==> src/rtl/rtc_regs_pkg.sv <==
package rtc_regs_pkg;
  localparam int DATA_W   = 8;
  localparam int IDX_W    = 7;
  localparam int KEY_W    = 4;
  localparam int DS_W     = 2;
  localparam int RS_W     = 2;
  localparam int N_RES    = 3;
  localparam int N_DIODE  = 2;

  localparam logic [IDX_W-1:0] CTRL_IDX = 7'h0F;
  localparam logic [IDX_W-1:0] STAT_IDX = 7'h10;
  localparam logic [IDX_W-1:0] CHG_IDX  = 7'h11;

  localparam logic [KEY_W-1:0] CHG_KEY  = 4'b1010;

  typedef struct packed {
    logic [KEY_W-1:0] key;
    logic [DS_W-1:0]  dsel;
    logic [RS_W-1:0]  rsel;
  } chg_cfg_t;

  typedef struct packed {
    logic       wp;
    logic       sqw;
    logic [1:0] aie;
  } ctrl_t;
endpackage

==> src/rtl/rtc_ctrl_reg.sv <==
module rtc_ctrl_reg
  import rtc_regs_pkg::*;
#(
  parameter logic WP_RESET = 1'b1
) (
  input  logic       clk,
  input  logic       rst_n,
  input  logic       wr_stb,
  input  logic       wr_wp,
  input  logic       wr_sqw,
  input  logic [1:0] wr_aie,
  output ctrl_t      ctrl_q
);
  ctrl_t ctrl_d;

  always_comb begin
    ctrl_d = ctrl_q;
    if (wr_stb) begin
      if (!ctrl_q.wp) begin
        ctrl_d.wp  = wr_wp;
        ctrl_d.sqw = wr_sqw;
        ctrl_d.aie = wr_aie;
      end else if (!wr_wp) begin
        // locked: only the unlock itself is honoured
        ctrl_d.wp = 1'b0;
      end
    end
  end

  always_ff @(posedge clk or negedge rst_n) begin
    if (!rst_n) begin
      ctrl_q.wp  <= WP_RESET;
      ctrl_q.sqw <= 1'b0;
      ctrl_q.aie <= '0;
    end else begin
      ctrl_q <= ctrl_d;
    end
  end
endmodule

==> src/rtl/rtc_chg_cfg.sv <==
module rtc_chg_cfg
  import rtc_regs_pkg::*;
#(
  parameter logic [DATA_W-1:0] CFG_RESET = 8'h5C
) (
  input  logic              clk,
  input  logic              rst_n,
  input  logic              wr_stb,
  input  logic [DATA_W-1:0] wr_data,
  output chg_cfg_t          cfg_q
);
  always_ff @(posedge clk or negedge rst_n) begin
    if (!rst_n) cfg_q <= chg_cfg_t'(CFG_RESET);
    else if (wr_stb) cfg_q <= chg_cfg_t'(wr_data);
  end
endmodule

==> src/rtl/rtc_chg_decode.sv <==
module rtc_chg_decode
  import rtc_regs_pkg::*;
(
  input  chg_cfg_t           cfg,
  output logic               en,
  output logic [N_RES-1:0]   res_oh,
  output logic [N_DIODE-1:0] diode_oh
);
  logic key_ok, rs_ok, ds_ok;

  assign key_ok = (cfg.key == CHG_KEY);
  assign rs_ok  = (cfg.rsel != '0);
  assign ds_ok  = (cfg.dsel != '0) && (cfg.dsel <= DS_W'(N_DIODE));
  assign en     = key_ok && rs_ok && ds_ok;

  for (genvar i = 0; i < N_RES; i++) begin : g_res
    assign res_oh[i] = en && (cfg.rsel == RS_W'(i + 1));
  end

  for (genvar j = 0; j < N_DIODE; j++) begin : g_diode
    assign diode_oh[j] = en && (cfg.dsel == DS_W'(j + 1));
  end
endmodule

==> src/rtl/rtc_special_regs.sv <==
module rtc_special_regs
  import rtc_regs_pkg::*;
#(
  parameter int                ADDR_W    = 8,
  parameter logic              WP_RESET  = 1'b1,
  parameter logic [DATA_W-1:0] CFG_RESET = 8'h5C
) (
  input  logic                 clk,
  input  logic                 rst_n,
  input  logic                 bus_en,
  input  logic [ADDR_W-1:0]    bus_addr,
  input  logic [DATA_W-1:0]    bus_wdata,
  output logic [DATA_W-1:0]    bus_rdata,
  input  logic                 on_battery,
  input  logic                 alm0_flag,
  input  logic                 alm1_flag,
  output logic                 wp_o,
  output logic                 sqw_en,
  output logic                 alm0_ie,
  output logic                 alm1_ie,
  output logic                 chg_en,
  output logic [N_RES-1:0]     chg_res,
  output logic [N_DIODE-1:0]   chg_diode
);
  localparam int WR_BIT = ADDR_W - 1;

  logic             is_wr;
  logic             wr_ok;
  logic [IDX_W-1:0] idx;
  logic             ctrl_wr, chg_wr;
  ctrl_t            ctrl_q;
  chg_cfg_t         cfg_q;

  assign is_wr   = bus_en && bus_addr[WR_BIT];
  assign idx     = bus_addr[IDX_W-1:0];
  assign wr_ok   = is_wr && !on_battery;
  assign ctrl_wr = wr_ok && (idx == CTRL_IDX);
  assign chg_wr  = wr_ok && (idx == CHG_IDX) && !ctrl_q.wp;

  rtc_ctrl_reg #(.WP_RESET(WP_RESET)) u_ctrl (
    .clk    (clk),
    .rst_n  (rst_n),
    .wr_stb (ctrl_wr),
    .wr_wp  (bus_wdata[6]),
    .wr_sqw (bus_wdata[2]),
    .wr_aie (bus_wdata[1:0]),
    .ctrl_q (ctrl_q)
  );

  rtc_chg_cfg #(.CFG_RESET(CFG_RESET)) u_cfg (
    .clk     (clk),
    .rst_n   (rst_n),
    .wr_stb  (chg_wr),
    .wr_data (bus_wdata),
    .cfg_q   (cfg_q)
  );

  rtc_chg_decode u_dec (
    .cfg      (cfg_q),
    .en       (chg_en),
    .res_oh   (chg_res),
    .diode_oh (chg_diode)
  );

  always_comb begin
    bus_rdata = '0;
    if (!bus_addr[WR_BIT]) begin
      unique case (idx)
        CTRL_IDX: bus_rdata = {1'b0, ctrl_q.wp, 3'b000, ctrl_q.sqw, ctrl_q.aie};
        STAT_IDX: bus_rdata = {6'b0, alm1_flag, alm0_flag};
        CHG_IDX:  bus_rdata = cfg_q;
        default:  bus_rdata = '0;
      endcase
    end
  end

  assign wp_o    = ctrl_q.wp;
  assign sqw_en  = ctrl_q.sqw;
  assign alm1_ie = ctrl_q.aie[1];
  assign alm0_ie = ctrl_q.aie[0];
endmodule

==> config.mk <==
export PLATFORM = sky130hd
export DESIGN_NAME = rtc_special_regs
export DESIGN_NICKNAME = d
export VERILOG_FILES = /design/src/rtl/rtc_regs_pkg.sv /design/src/rtl/rtc_ctrl_reg.sv /design/src/rtl/rtc_chg_cfg.sv /design/src/rtl/rtc_chg_decode.sv /design/src/rtl/rtc_special_regs.sv
export SDC_FILE = /design/constraint.sdc
export NUM_CORES = 1
export LEC_CHECK = 0
export BUFFER_PORTS_ARGS = -buffer_cell sky130_fd_sc_hd__clkbuf_2
export CAP_MARGIN = 20
export CORE_MARGIN = 4
export CORE_UTILIZATION = 46
export DETAILED_ROUTE_END_ITERATION = 8
export PLACE_DENSITY = 0.91
export SLEW_MARGIN = 5
export SYNTH_ARGS = -nofsm -noshare
export SYNTH_HDL_FRONTEND = slang
export SYNTH_SLANG_ARGS = --single-unit
==> constraint.sdc <==
create_clock -name clk -period 2.7 [get_ports clk]
set_input_delay 0 -clock clk [delete_from_list [all_inputs] [get_ports clk]]
set_output_delay 0 -clock clk [all_outputs]
set_load 0.01 [all_outputs]
After elaboration in Yosys (flattened, before gate mapping):

Index checks and enable logic that the tools add are counted.

* divide/modulo/power cells: 0
* shifts and indexed selects: 0
* equality and inequality tests: 9
* bitwise operators: 1
* multiplexer cells: 4
* order comparisons: 1
* add/sub/neg operators: 0
* reduce and logical (&&, ||, !) cells: 18
* multiply operators: 0

Operator list (number)
* $pmux 8 s3: 1
* $eq 7x5->1 const B: 2
* $logic_and 1x1->1: 13
* $mux 8: 1
* $eq 7x4->1 const B: 1
* $eq 2x2->1 const B: 3
* $eq 2x1->1 const B: 2
* $eq 4x4->1 const B: 1
* $reduce_bool 2->1: 2
* $le 2x2->1 const B: 1
* $logic_not 1->1: 2
* $mux 1: 2
* $reduce_and 2->1: 1
* $not 1->1: 1

* memory bits (writable): 0
* bits in latches: 0
* memories kept: 0
* input bits: 22
* register bits after elaboration: 12
* output and inout port bits: 18
* bits in read-only memories: 0

Longest topological paths before layout:

* depth in word-level cells: 4
* mapped depth: 4
* gate-level depth less buffers: 4

Hierarchy:

Synthesis repeated with hierarchy kept, for this count alone.

* cells, all modules: 66
* area, all modules: 827.0 µm²

By module, submodules not included
* rtc_chg_cfg: cells each 17, times used 1, sequential area each 205.2 µm², area an instance 336.6 µm²
* rtc_special_regs: cells each 23, times used 1, sequential area each 0.0 µm², area an instance 190.2 µm²
* rtc_ctrl_reg: cells each 9, times used 1, sequential area each 101.3 µm², area an instance 171.4 µm²
* rtc_chg_decode: cells each 17, times used 1, sequential area each 0.0 µm², area an instance 128.9 µm²

Worst setup path after synthesis:

No wires, ideal clock.

* kind: flip-flop to output port
* from: register u_cfg.cfg_q[2] (netlist name)
* to: output chg_res[1]
* path slack: 0.884 ns
* arrival: 1.816 ns
* buffers on the path: 0
* stages on the path, launching flop included: 5
* path through: dfstp_2 -> inv_1 -> ha_1 -> nor4_1 -> and3b_1

* longest elaborated chain between the ends: 4

Ends and longest elaborated chain
* $le 2x2->1 or $reduce_bool 2->1 (tied branches): line rtc_chg_decode.sv:13 `assign ds_ok = (cfg.dsel != '0) && (cfg.dsel <= DS_W'(N_DIODE));`
* $logic_and 1x1->1 *: line rtc_chg_decode.sv:13
* $logic_and 1x1->1 *: line rtc_chg_decode.sv:14 `assign en = key_ok && rs_ok && ds_ok;`
* via chg_en: line rtc_special_regs.sv:21 `output logic chg_en,`
* $logic_and 1x1->1 *: line rtc_chg_decode.sv:17 `assign res_oh[i] = en && (cfg.rsel == RS_W'(i + 1));`
* end, declared: line rtc_special_regs.sv:22 `output logic [N_RES-1:0] chg_res,`

Mark *: on every way through the listed nets, which the timed path passes. The rest lies on a longest branch.

Final worst setup path:

* from: register u_cfg.cfg_q[2] (netlist name)
* to: output chg_res[1]

* longest elaborated chain between the ends: 4

Ends and longest elaborated chain (line)
* $le 2x2->1 or $reduce_bool 2->1 (tied branches): rtc_chg_decode.sv:13
* $logic_and 1x1->1 *: rtc_chg_decode.sv:13
* $logic_and 1x1->1 *: rtc_chg_decode.sv:14
* $logic_and 1x1->1 *: rtc_chg_decode.sv:17

Every way passes the cells marked *; elsewhere a longest branch is shown, timed or not.

==> impl_metrics.tcl <==
set metrics [dict create \
    outcome "complete, no violations" \
    synth_warnings 0 \
    period_needed_ps 2134 \
    synthMuxAreaShare_pct 21.23 \
    grt_pass1_wl_mm 2.670 \
    cts_root_buf "clkbuf_4" \
    drt_iter0_markers 5 \
    rsz0062_at_grt "no" \
    start_util_pct 48.50 \
    synth-simple-area-share_pct 28.42 \
    fin_crit_sh_pct 79.05 \
    synth_seq_area_share_pct 41.95 \
    grt_overflow 0 \
    relSlewSlack_pct 54.45 \
    start_kind "register" \
    hold_viol_final 0 \
    drive_above_1_share_pct 55.65 \
    synth_cell_types 27 \
    htreeDepth 1 \
    cts_tree "done" \
    dpl_worst_slack_ps 893.4 \
    utilization_pct 70.27 \
    antenna_found_initial 0 \
    cts.repair.resized 0 \
    ant_nets 0 \
    synth_top_family_by_area "simple AND/OR/NAND/NOR gates" \
    fin_total_pwr_uw 352.5 \
    clock-sinks 12 \
    report.final.setup_viol 0 \
    maxSlewViolCount 0 \
    clk_pin_slew_worst_paths_ps 70 \
    synth_compound_area_share_pct 3.425 \
    crit_type "reg2out" \
    leakagePower_nw 0.5312 \
    power_density_nw_per_um2 333.1 \
    die_w_um 47.86 \
    syn_avg_cell_area_um2 11.42 \
    detail_route.wl_per_cell_um 13.77 \
    num_rows 14 \
    cts_buffer_depth 2 \
    coreArea_um2 1506 \
    gr-usage-all-layers_pct 16.95 \
    synthCells 64 \
    worst-slew-pin-transition_ps 677.0 \
    synth_xor_area_share_pct 0 \
    required_ps 2700 \
    syn_area_um2 730.7 \
    gp_congestion 0.8458 \
    ys_seq_elements 12 \
    drc 0 \
    fin_setup_tns_ps 0 \
    grt_pass1_vias 593 \
    grt_max_degree 13 \
    synth_nets 88 \
    fillCellCount 119 \
    num_vias 694 \
    hpwlAfterDp_mm 1.451 \
    finalClockSkew_ps 7.951 \
    ioPinCount 40 \
    clk_latency_ps 260 \
    drt_first_pass_iters 3 \
    cp_max_fo 6 \
    die_y_um 47.86 \
    drv_cap 0 \
    endpoint_kind "output port" \
    hp-class "in2reg" \
    area_growth_pct 44.86 \
    critPathArrivalTime_ps 2130 \
    yosys.area_share.adder_pct 3.425 \
    port_buffers 39 \
    routed_wl_mm 1.804 \
    max_clock_freq_ghz 0.4685 \
    cts_buffers 3 \
    peakVddDrop_mv 0.2091 \
    viasPerCell 5.298 \
    cts_setup_buffers 0 \
    dieArea_um2 2290 \
    diodes 0 \
    setup_ws_ps 565.7 \
    nets 140 \
]
worst paths after layout:
check,startpoint,slack (ps),endpoint,depth (start not counted)
hold reg to reg,u_cfg.cfg_q[5],540,u_cfg.cfg_q[5],1
max in group asynchronous,rst_n,2240,u_cfg.cfg_q[4],2
min in group asynchronous,rst_n,180,u_ctrl.ctrl_q[0],2
setup reg to reg,u_ctrl.ctrl_q[3],1110,u_cfg.cfg_q[7],3
setup / recovery,u_cfg.cfg_q[2],570,chg_res[1],5
hold / removal,bus_en,110,u_ctrl.ctrl_q[3],3
worst max-delay path, stage by stage (launching register included):
cell and delay, ps:
dfstp_2 550, inv_1 50, ha_1 290, nor4_1 610, and3b_1 250, clkbuf_2 130
layout make-up:
class	count	area (µm²)	area share, %
repair buffers	48	285.3	26.95
flip-flops and latches	12	306.5	28.96
multi-input cells	49	412.9	39.01
well taps	16	20.02	1.891
clock buffers	4	26.28	2.482
inverters	2	7.507	0.7092
cells in the mapped netlist:
cell type  count  area, µm²
ha_1           2      25.02
nor4b_1        1      8.760
nor2_1         4      15.01
nor3_1         1      5.000
nor4bb_1       1      10.01
nand3b_1       1      7.510
and3_1         1      6.260
dfrtp_1        7      175.2
nand3_1        3      15.01
mux2_2        12      135.1
mux2i_1        2      20.02
or4b_4         1      13.76
nand4_1        1      6.260
a21oi_1        2      10.01
a22oi_1        2      15.01
or4b_2         1      10.01
dfstp_2        5      131.4
nand3_2        1      10.01
nor2b_1        1      6.260
and3b_1        2      17.52
nor3b_2        1      12.51
or4_1          2      15.01
clkbuf_1       1      3.750
and4b_2        1      11.26
and2_1         5      31.28
inv_1          2      7.510
nor4_1         1      6.260
cell usage in the layout, fill, tap and decap left out, types with 2 or more instances in the layout:
cell            n
a21oi_1         2
a22oi_1         2
and2_1          5
and3b_1         2
clkbuf_2       39
clkbuf_4        3
dfrtp_1         7
dfstp_2         5
dlygate4sd3_1   9
ha_1            2
inv_1           2
mux2_2         12
mux2i_1         2
nand3_1         3
nor2_1          4
or4_1           2
flip-flops by register name (all words and copies together), names as in the netlist:
name and cells:
u_ctrl.ctrl_q 4, u_cfg.cfg_q 8
cell families after synthesis:
kind of cell,count (synthesis)
adder cells (fa/ha/maj),2
AND/OR/NAND/NOR,29
AO/OA/AOI/OAI,4
multiplexers,14
buffers and inverters,3
flip-flops,12
repair_timing:
item / CTS / global route
hold buffers: 9 / 0
endpoints found under the setup margin: 0 / 0
hold endpoints to repair: 23 / 0
per-stage QoR:
step,area (µm²),std cells,hold slack (ps)
floorplan,730.7,64,-295.6
global placement,942.2,118,-113.4
detailed placement,942.2,118,-110.2
CTS,1059,131,76.48
global route,1059,131,104.8
finish,1059,131,107.5
metal layers:
layer,track usage [%],part of all wire (%),wire length (µm),vias to the layer above
met3,1.880,8.8,158,2
met5,0,0,0,-
li1,-,-,-,345
met2,32.72,53,956,28
met1,17.78,37,672,319
met4,8.065,0.94,17,0
where the power goes:
part | internal [mW] | switching, mW
clock | 0.0570 | 0.0520
combinational | 0.0302 | 0.0222
sequential | 0.186 | 0.00475
Note: power is estimated with default switching activity, not from simulation.
